<file path="src/rtl/adc_seq_pkg.sv">
package adc_seq_pkg;
  typedef enum logic [1:0] {
    ST_CAL  = 2'd0,
    ST_IDLE = 2'd1,
    ST_CONV = 2'd2,
    ST_HOLD = 2'd3
  } seq_state_e;
endpackage

</file>
<file path="src/rtl/adc_seq_rstsync.sv">
module adc_seq_rstsync #(
  parameter int SYNC_STAGES = 2
) (
  input  logic clk,
  input  logic rst_n,
  output logic rst_sync_n
);
  logic [SYNC_STAGES-1:0] sync_q;
  logic [SYNC_STAGES-1:0] sync_d;

  always_comb begin
    sync_d = {sync_q[SYNC_STAGES-2:0], 1'b1};
  end

  always_ff @(posedge clk or negedge rst_n) begin
    if (!rst_n) sync_q <= '0;
    else        sync_q <= sync_d;
  end

  assign rst_sync_n = sync_q[SYNC_STAGES-1];
endmodule

</file>
<file path="src/rtl/adc_seq_fsm.sv">
module adc_seq_fsm
  import adc_seq_pkg::*;
#(
  parameter int RES_W       = 10,
  parameter int CAL_CYCLES  = 40629,
  parameter int CONV_CYCLES = 12,
  parameter int CAL_WR_LOG2 = 4
) (
  input  logic             clk,
  input  logic             rst_n,
  input  logic             start_i,
  input  logic             wait_rd_i,
  input  logic             rd_i,
  input  logic             unread_i,
  output logic             busy_o,
  output logic             in_cal_o,
  output logic             cal_end_o,
  output logic             wr_dummy_o,
  output logic             wr_direct_o,
  output logic             cap_hold_o,
  output logic             wr_held_o,
  output logic [RES_W-1:0] cal_pat_o
);
  localparam int CNT_W = (CAL_CYCLES > CONV_CYCLES) ? $clog2(CAL_CYCLES + 1) : $clog2(CONV_CYCLES + 1);
  localparam logic [CNT_W-1:0] CAL_LAST  = CNT_W'(CAL_CYCLES - 1);
  localparam logic [CNT_W-1:0] CONV_LAST = CNT_W'(CONV_CYCLES - 1);

  seq_state_e       state_q, state_d;
  logic [CNT_W-1:0] cnt_q, cnt_d;
  logic             cnt_en;

  always_comb begin
    state_d     = state_q;
    cnt_d       = cnt_q;
    cnt_en      = 1'b0;
    cal_end_o   = 1'b0;
    wr_dummy_o  = 1'b0;
    wr_direct_o = 1'b0;
    cap_hold_o  = 1'b0;
    wr_held_o   = 1'b0;
    case (state_q)
      ST_CAL: begin
        cnt_en = 1'b1;
        cnt_d  = cnt_q + 1'b1;
        if (&cnt_q[CAL_WR_LOG2-1:0]) wr_dummy_o = 1'b1;
        if (cnt_q == CAL_LAST) begin
          cal_end_o = 1'b1;
          cnt_d     = '0;
          state_d   = ST_IDLE;
        end
      end
      ST_IDLE: begin
        if (start_i) begin
          cnt_en  = 1'b1;
          cnt_d   = '0;
          state_d = ST_CONV;
        end
      end
      ST_CONV: begin
        cnt_en = 1'b1;
        cnt_d  = cnt_q + 1'b1;
        if (cnt_q == CONV_LAST) begin
          cnt_d = '0;
          if (wait_rd_i && unread_i && !rd_i) begin
            cap_hold_o = 1'b1;
            state_d    = ST_HOLD;
          end else begin
            wr_direct_o = 1'b1;
            state_d     = ST_IDLE;
          end
        end
      end
      ST_HOLD: begin
        if (rd_i) begin
          wr_held_o = 1'b1;
          state_d   = ST_IDLE;
        end
      end
      default: state_d = ST_IDLE;
    endcase
  end

  always_ff @(posedge clk or negedge rst_n) begin
    if (!rst_n) begin
      state_q <= ST_CAL;
      cnt_q   <= '0;
    end else begin
      state_q <= state_d;
      if (cnt_en) cnt_q <= cnt_d;
    end
  end

  assign busy_o    = (state_q != ST_IDLE);
  assign in_cal_o  = (state_q == ST_CAL);
  assign cal_pat_o = cnt_q[RES_W-1:0];

  AST_CAL_LENGTH: assert property (@(posedge clk) disable iff (!rst_n)
    $fell(state_q == ST_CAL) |-> ($past(cnt_q) == CAL_LAST));
  AST_NO_START_IN_CAL: assert property (@(posedge clk) disable iff (!rst_n)
    (state_q == ST_CAL && cnt_q != CAL_LAST) |=> (state_q == ST_CAL));
  AST_HOLD_UNTIL_READ: assert property (@(posedge clk) disable iff (!rst_n)
    (state_q == ST_HOLD && !rd_i) |=> (state_q == ST_HOLD));
endmodule

</file>
<file path="src/rtl/adc_seq_data.sv">
module adc_seq_data #(
  parameter int RES_W = 10
) (
  input  logic             clk,
  input  logic             rst_n,
  input  logic             in_cal_i,
  input  logic             wait_rd_i,
  input  logic             rd_i,
  input  logic             wr_dummy_i,
  input  logic             wr_direct_i,
  input  logic             cap_hold_i,
  input  logic             wr_held_i,
  input  logic [RES_W-1:0] cal_pat_i,
  input  logic [RES_W-1:0] stub_res_i,
  output logic [RES_W-1:0] data_o,
  output logic             unread_o,
  output logic             overrun_o
);
  logic [RES_W-1:0] data_q, data_d, hold_q;
  logic             data_en;
  logic             unread_q, unread_d;

  always_comb begin
    data_en = wr_dummy_i | wr_direct_i | wr_held_i;
    if (wr_dummy_i)       data_d = cal_pat_i;
    else if (wr_held_i)   data_d = hold_q;
    else                  data_d = stub_res_i;
    if (data_en)          unread_d = 1'b1;
    else if (rd_i)        unread_d = 1'b0;
    else                  unread_d = unread_q;
  end

  always_ff @(posedge clk or negedge rst_n) begin
    if (!rst_n) begin
      data_q   <= '0;
      hold_q   <= '0;
      unread_q <= 1'b0;
    end else begin
      if (data_en)    data_q <= data_d;
      if (cap_hold_i) hold_q <= stub_res_i;
      unread_q <= unread_d;
    end
  end

  assign data_o    = data_q;
  assign unread_o  = unread_q;
  assign overrun_o = wr_direct_i & unread_q & ~rd_i;

  AST_WAIT_NO_OVERWRITE: assert property (@(posedge clk) disable iff (!rst_n)
    (!in_cal_i && wait_rd_i && unread_q && !rd_i) |=> $stable(data_q));
endmodule

</file>
<file path="src/rtl/adc_seq_flag.sv">
module adc_seq_flag (
  input  logic clk,
  input  logic rst_n,
  input  logic set_i,
  input  logic clr_i,
  input  logic ie_i,
  output logic flag_o,
  output logic irq_o
);
  logic flag_q, flag_d, flag_en;

  always_comb begin
    flag_en = set_i | clr_i;
    flag_d  = set_i;
  end

  always_ff @(posedge clk or negedge rst_n) begin
    if (!rst_n)       flag_q <= 1'b0;
    else if (flag_en) flag_q <= flag_d;
  end

  assign flag_o = flag_q;
  assign irq_o  = flag_q & ie_i;

  AST_FLAG_KEEP: assert property (@(posedge clk) disable iff (!rst_n)
    (!set_i && !clr_i) |=> $stable(flag_q));
  AST_SET_WINS: assert property (@(posedge clk) disable iff (!rst_n)
    set_i |=> flag_q);
endmodule

</file>
<file path="src/rtl/adc_ctrl_seq.sv">
module adc_ctrl_seq #(
  parameter int RES_W       = 10,
  parameter int CAL_CYCLES  = 40629,
  parameter int CONV_CYCLES = 12,
  parameter int CAL_WR_LOG2 = 4,
  parameter int SYNC_STAGES = 2
) (
  input  logic             clk,
  input  logic             rst_n,
  input  logic             start_i,
  input  logic             wait_rd_i,
  input  logic             rd_i,
  input  logic [RES_W-1:0] stub_res_i,
  input  logic             eoc_clr_i,
  input  logic             err_clr_i,
  input  logic             eoc_ie_i,
  input  logic             err_ie_i,
  output logic             busy_o,
  output logic [RES_W-1:0] data_o,
  output logic             eoc_flag_o,
  output logic             err_flag_o,
  output logic             eoc_irq_o,
  output logic             err_irq_o
);
  localparam int NUM_FLAGS = 2;
  localparam int EOC_IDX   = 0;
  localparam int ERR_IDX   = 1;

  logic             rst_sync_n;
  logic             in_cal, cal_end, wr_dummy, wr_direct, cap_hold, wr_held;
  logic             unread, overrun;
  logic [RES_W-1:0] cal_pat;
  logic [NUM_FLAGS-1:0] f_set, f_clr, f_ie, f_flag, f_irq;

  adc_seq_rstsync #(.SYNC_STAGES(SYNC_STAGES)) u_rst (
    .clk(clk), .rst_n(rst_n), .rst_sync_n(rst_sync_n)
  );

  adc_seq_fsm #(
    .RES_W(RES_W), .CAL_CYCLES(CAL_CYCLES),
    .CONV_CYCLES(CONV_CYCLES), .CAL_WR_LOG2(CAL_WR_LOG2)
  ) u_fsm (
    .clk(clk), .rst_n(rst_sync_n), .start_i(start_i), .wait_rd_i(wait_rd_i),
    .rd_i(rd_i), .unread_i(unread), .busy_o(busy_o), .in_cal_o(in_cal),
    .cal_end_o(cal_end), .wr_dummy_o(wr_dummy), .wr_direct_o(wr_direct),
    .cap_hold_o(cap_hold), .wr_held_o(wr_held), .cal_pat_o(cal_pat)
  );

  adc_seq_data #(.RES_W(RES_W)) u_data (
    .clk(clk), .rst_n(rst_sync_n), .in_cal_i(in_cal), .wait_rd_i(wait_rd_i),
    .rd_i(rd_i), .wr_dummy_i(wr_dummy), .wr_direct_i(wr_direct),
    .cap_hold_i(cap_hold), .wr_held_i(wr_held), .cal_pat_i(cal_pat),
    .stub_res_i(stub_res_i), .data_o(data_o), .unread_o(unread),
    .overrun_o(overrun)
  );

  always_comb begin
    f_set[EOC_IDX] = cal_end | wr_direct | wr_held;
    f_set[ERR_IDX] = cal_end | overrun;
    f_clr[EOC_IDX] = eoc_clr_i;
    f_clr[ERR_IDX] = err_clr_i;
    f_ie[EOC_IDX]  = eoc_ie_i;
    f_ie[ERR_IDX]  = err_ie_i;
  end

  genvar gi;
  generate
    for (gi = 0; gi < NUM_FLAGS; gi++) begin : g_flag
      adc_seq_flag u_flag (
        .clk(clk), .rst_n(rst_sync_n), .set_i(f_set[gi]), .clr_i(f_clr[gi]),
        .ie_i(f_ie[gi]), .flag_o(f_flag[gi]), .irq_o(f_irq[gi])
      );
    end
  endgenerate

  assign eoc_flag_o = f_flag[EOC_IDX];
  assign err_flag_o = f_flag[ERR_IDX];
  assign eoc_irq_o  = f_irq[EOC_IDX];
  assign err_irq_o  = f_irq[ERR_IDX];

  AST_CAL_END_FLAGS: assert property (@(posedge clk) disable iff (!rst_sync_n)
    $fell(in_cal) |-> (eoc_flag_o && err_flag_o && unread));
  AST_ERR_NEEDS_CAUSE: assert property (@(posedge clk) disable iff (!rst_sync_n)
    ($rose(err_flag_o) && !$past(in_cal)) |-> $past(unread));
endmodule

</file>
<file path="config.mk">
export PLATFORM = sky130hd
export DESIGN_NAME = adc_ctrl_seq
export DESIGN_NICKNAME = d
export VERILOG_FILES = /design/src/rtl/adc_seq_pkg.sv /design/src/rtl/adc_seq_rstsync.sv /design/src/rtl/adc_seq_fsm.sv /design/src/rtl/adc_seq_data.sv /design/src/rtl/adc_seq_flag.sv /design/src/rtl/adc_ctrl_seq.sv
export SDC_FILE = /design/constraint.sdc
export NUM_CORES = 1
export LEC_CHECK = 0
export ABC_AREA = 1
export BUFFER_PORTS_ARGS = -buffer_cell sky130_fd_sc_hd__buf_2
export CAP_MARGIN = 20
export CORE_MARGIN = 4
export CORE_UTILIZATION = 50
export CTS_BUF_LIST = sky130_fd_sc_hd__clkbuf_8
export DETAILED_ROUTE_END_ITERATION = 16
export PLACE_DENSITY = 0.73
export SYNTH_ARGS = -nofsm -noshare
export SYNTH_HDL_FRONTEND = slang
export SYNTH_HIERARCHICAL = 1
export SYNTH_SLANG_ARGS = --single-unit
export TNS_END_PERCENT = 5
</file>
<file path="constraint.sdc">
create_clock -name clk -period 1.7 [get_ports clk]
set_input_delay 0.255 -clock clk [delete_from_list [all_inputs] [get_ports clk]]
set_output_delay 0.255 -clock clk [all_outputs]
set_load 0.01 [all_outputs]
</file>
==> flow_summary_export.csv <==
group,metric,value,unit
outcome,status,"complete, but fails checks",
outcome,violated_checks,"negative setup slack",
cts,clock_tree_buf_depth,2,
routing,route.met3.wl,250,um
power_and_ir_drop,p_leak,1.73,nW
setup_path,kind_of_start_point_of_the_critical_path,"register",
routing,post_drt_via_cell_ratio,4.93,
synthesis,synth_seq_cells,43,
finish,n_antenna_cell,0,
power_and_ir_drop,power_density,624,mW/mm2
place,place_hpwl,4660,um
finish,areaGrowthSynthToFinish,21.4,%
synthesis,synth_top_cell_area_share,0.396,
cts,htreeDepth,2,
routing,route.layer.met1.wl,2730,um
synthesis,post_synth_and_or_nand_nor_area_fraction,0.371,
setup_path,crit_end_element,"register",
synthesis,synth_area_per_cell,7.69,um2
synthesis,synthXorXnorAreaFrac,0,
min_path,timing.hold.worst.class,"primary input to register",
cts,cts_inserted_buffers,5,
cts,cts_sinks,43,
finish,most-common-layout-cells,"nand2_1 (97), inv_1 (42), dfrtp_1 (42), nand3_1 (40), buf_2 (33)",
finish,mostFrequentLayoutCell,"nand2_1",
setup_path,worstSetupPathType,"register to register",
die,fp-row-count,26,
routing,wl_met2,3010,um
setup_path,cp_data_required_time,1.89,ns
routing,detailed_route_wl,6060,um
routing,vias,2364,
cts,clock_latency,0.30,ns
cts,clkSlewWorstSetupHoldPaths,0.08,ns
global_route,first_global_vias,2357,
cts,tritoncts,"built",
die,initial_utilization,0.525,
routing,antenna_violating_nets_post_route,0,
synthesis,post_synth_mux_area_share,0.0415,
synthesis,synthAdderAreaFrac,0.0323,
synthesis,library_cell_with_the_largest_summed_area_after_synthesis,"dfrtp_1",
global_route,grt_start_max_net_pins,18,
finish,finalInstanceArea,0.00330,mm2
run,cap_violations,0,
die,chipWidth,81.7,um
synthesis,netlist_top_cells_area,"dfrtp_1 (40%), nand2_1 (14%), nand3_1 (7.4%), inv_1 (5.7%), nor2_1 (4.3%)",
die,io-pin-count,34,
synthesis,yosysWarningCount,6,
sta,hold_viol_final,0,
global_route,globalRouteOverflowTotal,0,
sta,setup_viol_count_final,13,
setup_path,worst_ep_arrival_time,2.00,ns
sta,final.min_clock_period,1.81,ns
routing,avgRoutedWirePerCell,12.6,um
power_and_ir_drop,ir_drop,0.378,mV
synthesis,synth-compound-area-share,0.0341,
finish,post_route_cells_drive_above_1_share,0.305,
setup_path,critPathMaxFanout,5,
sta,fin_ws,-0.110,ns
routing,route.top_layer_used,"met4",
finish,multiInputGateArea,0.00138,mm2
finish,seq_area,0.00108,mm2
sta,f_max,552,MHz
place,place.gp.congestion,0.870,
synthesis,ys_seq_area_frac,0.396,
die,core_area,0.00517,mm2
synthesis,synth.cell_area,0.00272,mm2
sta,timing.final.crit_share,1.06,
routing,drt-initial-drc-count,108,
sta,fin_hold_ws,0.172,ns
finish,finalNetCount,435,
global_route,grt_antenna_before_repair,0,
die,dieHeight,81.7,um
global_route,groute.usage.overall,0.199,
routing,drt-pass1-iter-count,4,
global_route,grt_pass1_wl,10300,um
place,detailed_place.area,0.00306,mm2
synthesis,main_combinational_cell_family_by_area_after_synthesis,"simple AND/OR/NAND/NOR gates",
synthesis,post_synth_inst_count,353,
place,placement.io_buffers,33,
routing,drt_drc_violations_left,0,
sta,final_max_slew_viol_count,0,
synthesis,syn-num-nets,379,
synthesis,synthDistinctLibCells,37,
die,die_area,0.00667,mm2
sta,grt_setup_unrepaired,"yes",
cts,cts_root_buffer,"clkbuf_8",
sta,timing.clock.skew,0.00512,ns
finish,n_fill_cell,441,
[repair_timing]
action | in CTS | in global routing
buffers inserted | 0 | 1
gates cloned | 0 | 1
setup endpoints to repair | 20 | 38
hold buffers | 1 | 0
resized for setup | 4 | 20
hold endpoints to repair | 2 | 0
pin swaps | 1 | 7
[critical path, stage by stage (launching register included)]
cell and delay, ns:
dfrtp_1 0.36, ha_2 0.19, nand2_2 0.08, nor4_2 0.22
nand3b_1 0.17, nor2_2 0.22, buf_6 0.16, mux2_4 0.30
[final timing paths]
path / cells past startpoint / startpoint / to / slack, ns
setup / recovery: 7 / u_fsm/cnt_q[0]$_DFFE_PN0P_ / u_data/hold_q[0]$_DFFE_PN0P_ / -0.11
hold / removal: 4 / eoc_clr_i / g_flag[0].u_flag/flag_o$_DFFE_PN0P_ / 0.17
setup reg to reg: 7 / u_fsm/cnt_q[0]$_DFFE_PN0P_ / u_data/hold_q[0]$_DFFE_PN0P_ / -0.11
hold reg to reg: 0 / u_rst/sync_q[1]$_DFF_PN0_ / u_fsm/cnt_q[11]$_DFFE_PN0P_ / 0.19
max in group asynchronous: 1 / u_rst/sync_q[1]$_DFF_PN0_ / u_fsm/cnt_q[13]$_DFFE_PN0P_ / 0.98
min in group asynchronous: 0 / u_rst/sync_q[1]$_DFF_PN0_ / u_fsm/cnt_q[11]$_DFFE_PN0P_ / 0.19
[metrics by stage]
step	TNS [ns]	cells	setup slack, ns	utilization	total power, mW
6_report	-1.09	480	-0.110	0.637	2.06
3_5_place_dp	-0.575	469	-0.0668	0.592	1.13
5_1_grt	-3.41	480	-0.165	0.637	2.14
2_1_floorplan	-0.133	353	-0.0133	-	1.09
3_3_place_gp	0	469	0.00460	0.592	1.13
4_1_cts	-0.254	478	-0.0355	0.623	2.08
[power breakdown]
part           internal (mW)  leakage (nW)  switching, mW  total [mW]
Clock                  0.581        0.0695          0.355       0.937
Combinational         0.0373          1.16         0.0352      0.0726
Sequential              1.03         0.502         0.0137        1.05
Total                   1.65          1.73          0.404        2.06
[cell families after synthesis]
kind of cell | count (synthesis)
adders and majority gates | 7
buffers and inverters | 67
muxes | 10
DFF | 43
AOI/OAI and AO/OA | 14
other | 1
and+or+nand+nor | 211
[cell usage after synthesis, drive strengths merged]
| library cell | count |
|---|---|
| dfrtp | 43 |
| o21ai | 7 |
| a21oi | 3 |
| nor4 | 1 |
| a31o | 1 |
| nor3 | 2 |
| conb | 1 |
| mux2 | 10 |
| nor2 | 38 |
| o21bai | 1 |
| o22ai | 1 |
| nand4 | 7 |
| clkinv | 1 |
| inv | 48 |
| nand3 | 44 |
| nand3b | 1 |
| a21o | 1 |
| or2 | 12 |
| ha | 7 |
| nand2 | 106 |
| buf | 18 |
[sequential cells by signal (all words and copies together) (netlist names)]
name                  cells
u_rst/sync_q              2
u_data/unread_o           1
u_data/data_o            10
u_data/hold_q            10
g_flag.u_flag/flag_o      2
u_fsm/cnt_q              16
u_fsm/state_q             2
[layer usage]
metal  global-route usage  vias to the layer above
met5                    0                        -
met4               0.0648                        0
met3               0.0362                        9
met2                0.352                       44
met1                0.244                     1109
li1                     -                     1202
[cell type report]
class                   count  share of cell area
flip-flops and latches     43               0.327
clock inverters             3              0.0194
multi-input cells         243               0.418
clock buffers               5              0.0209
inverters                  49              0.0581
well taps                  70              0.0266
repair buffers             67               0.131
(Power assumes the default switching activity.)
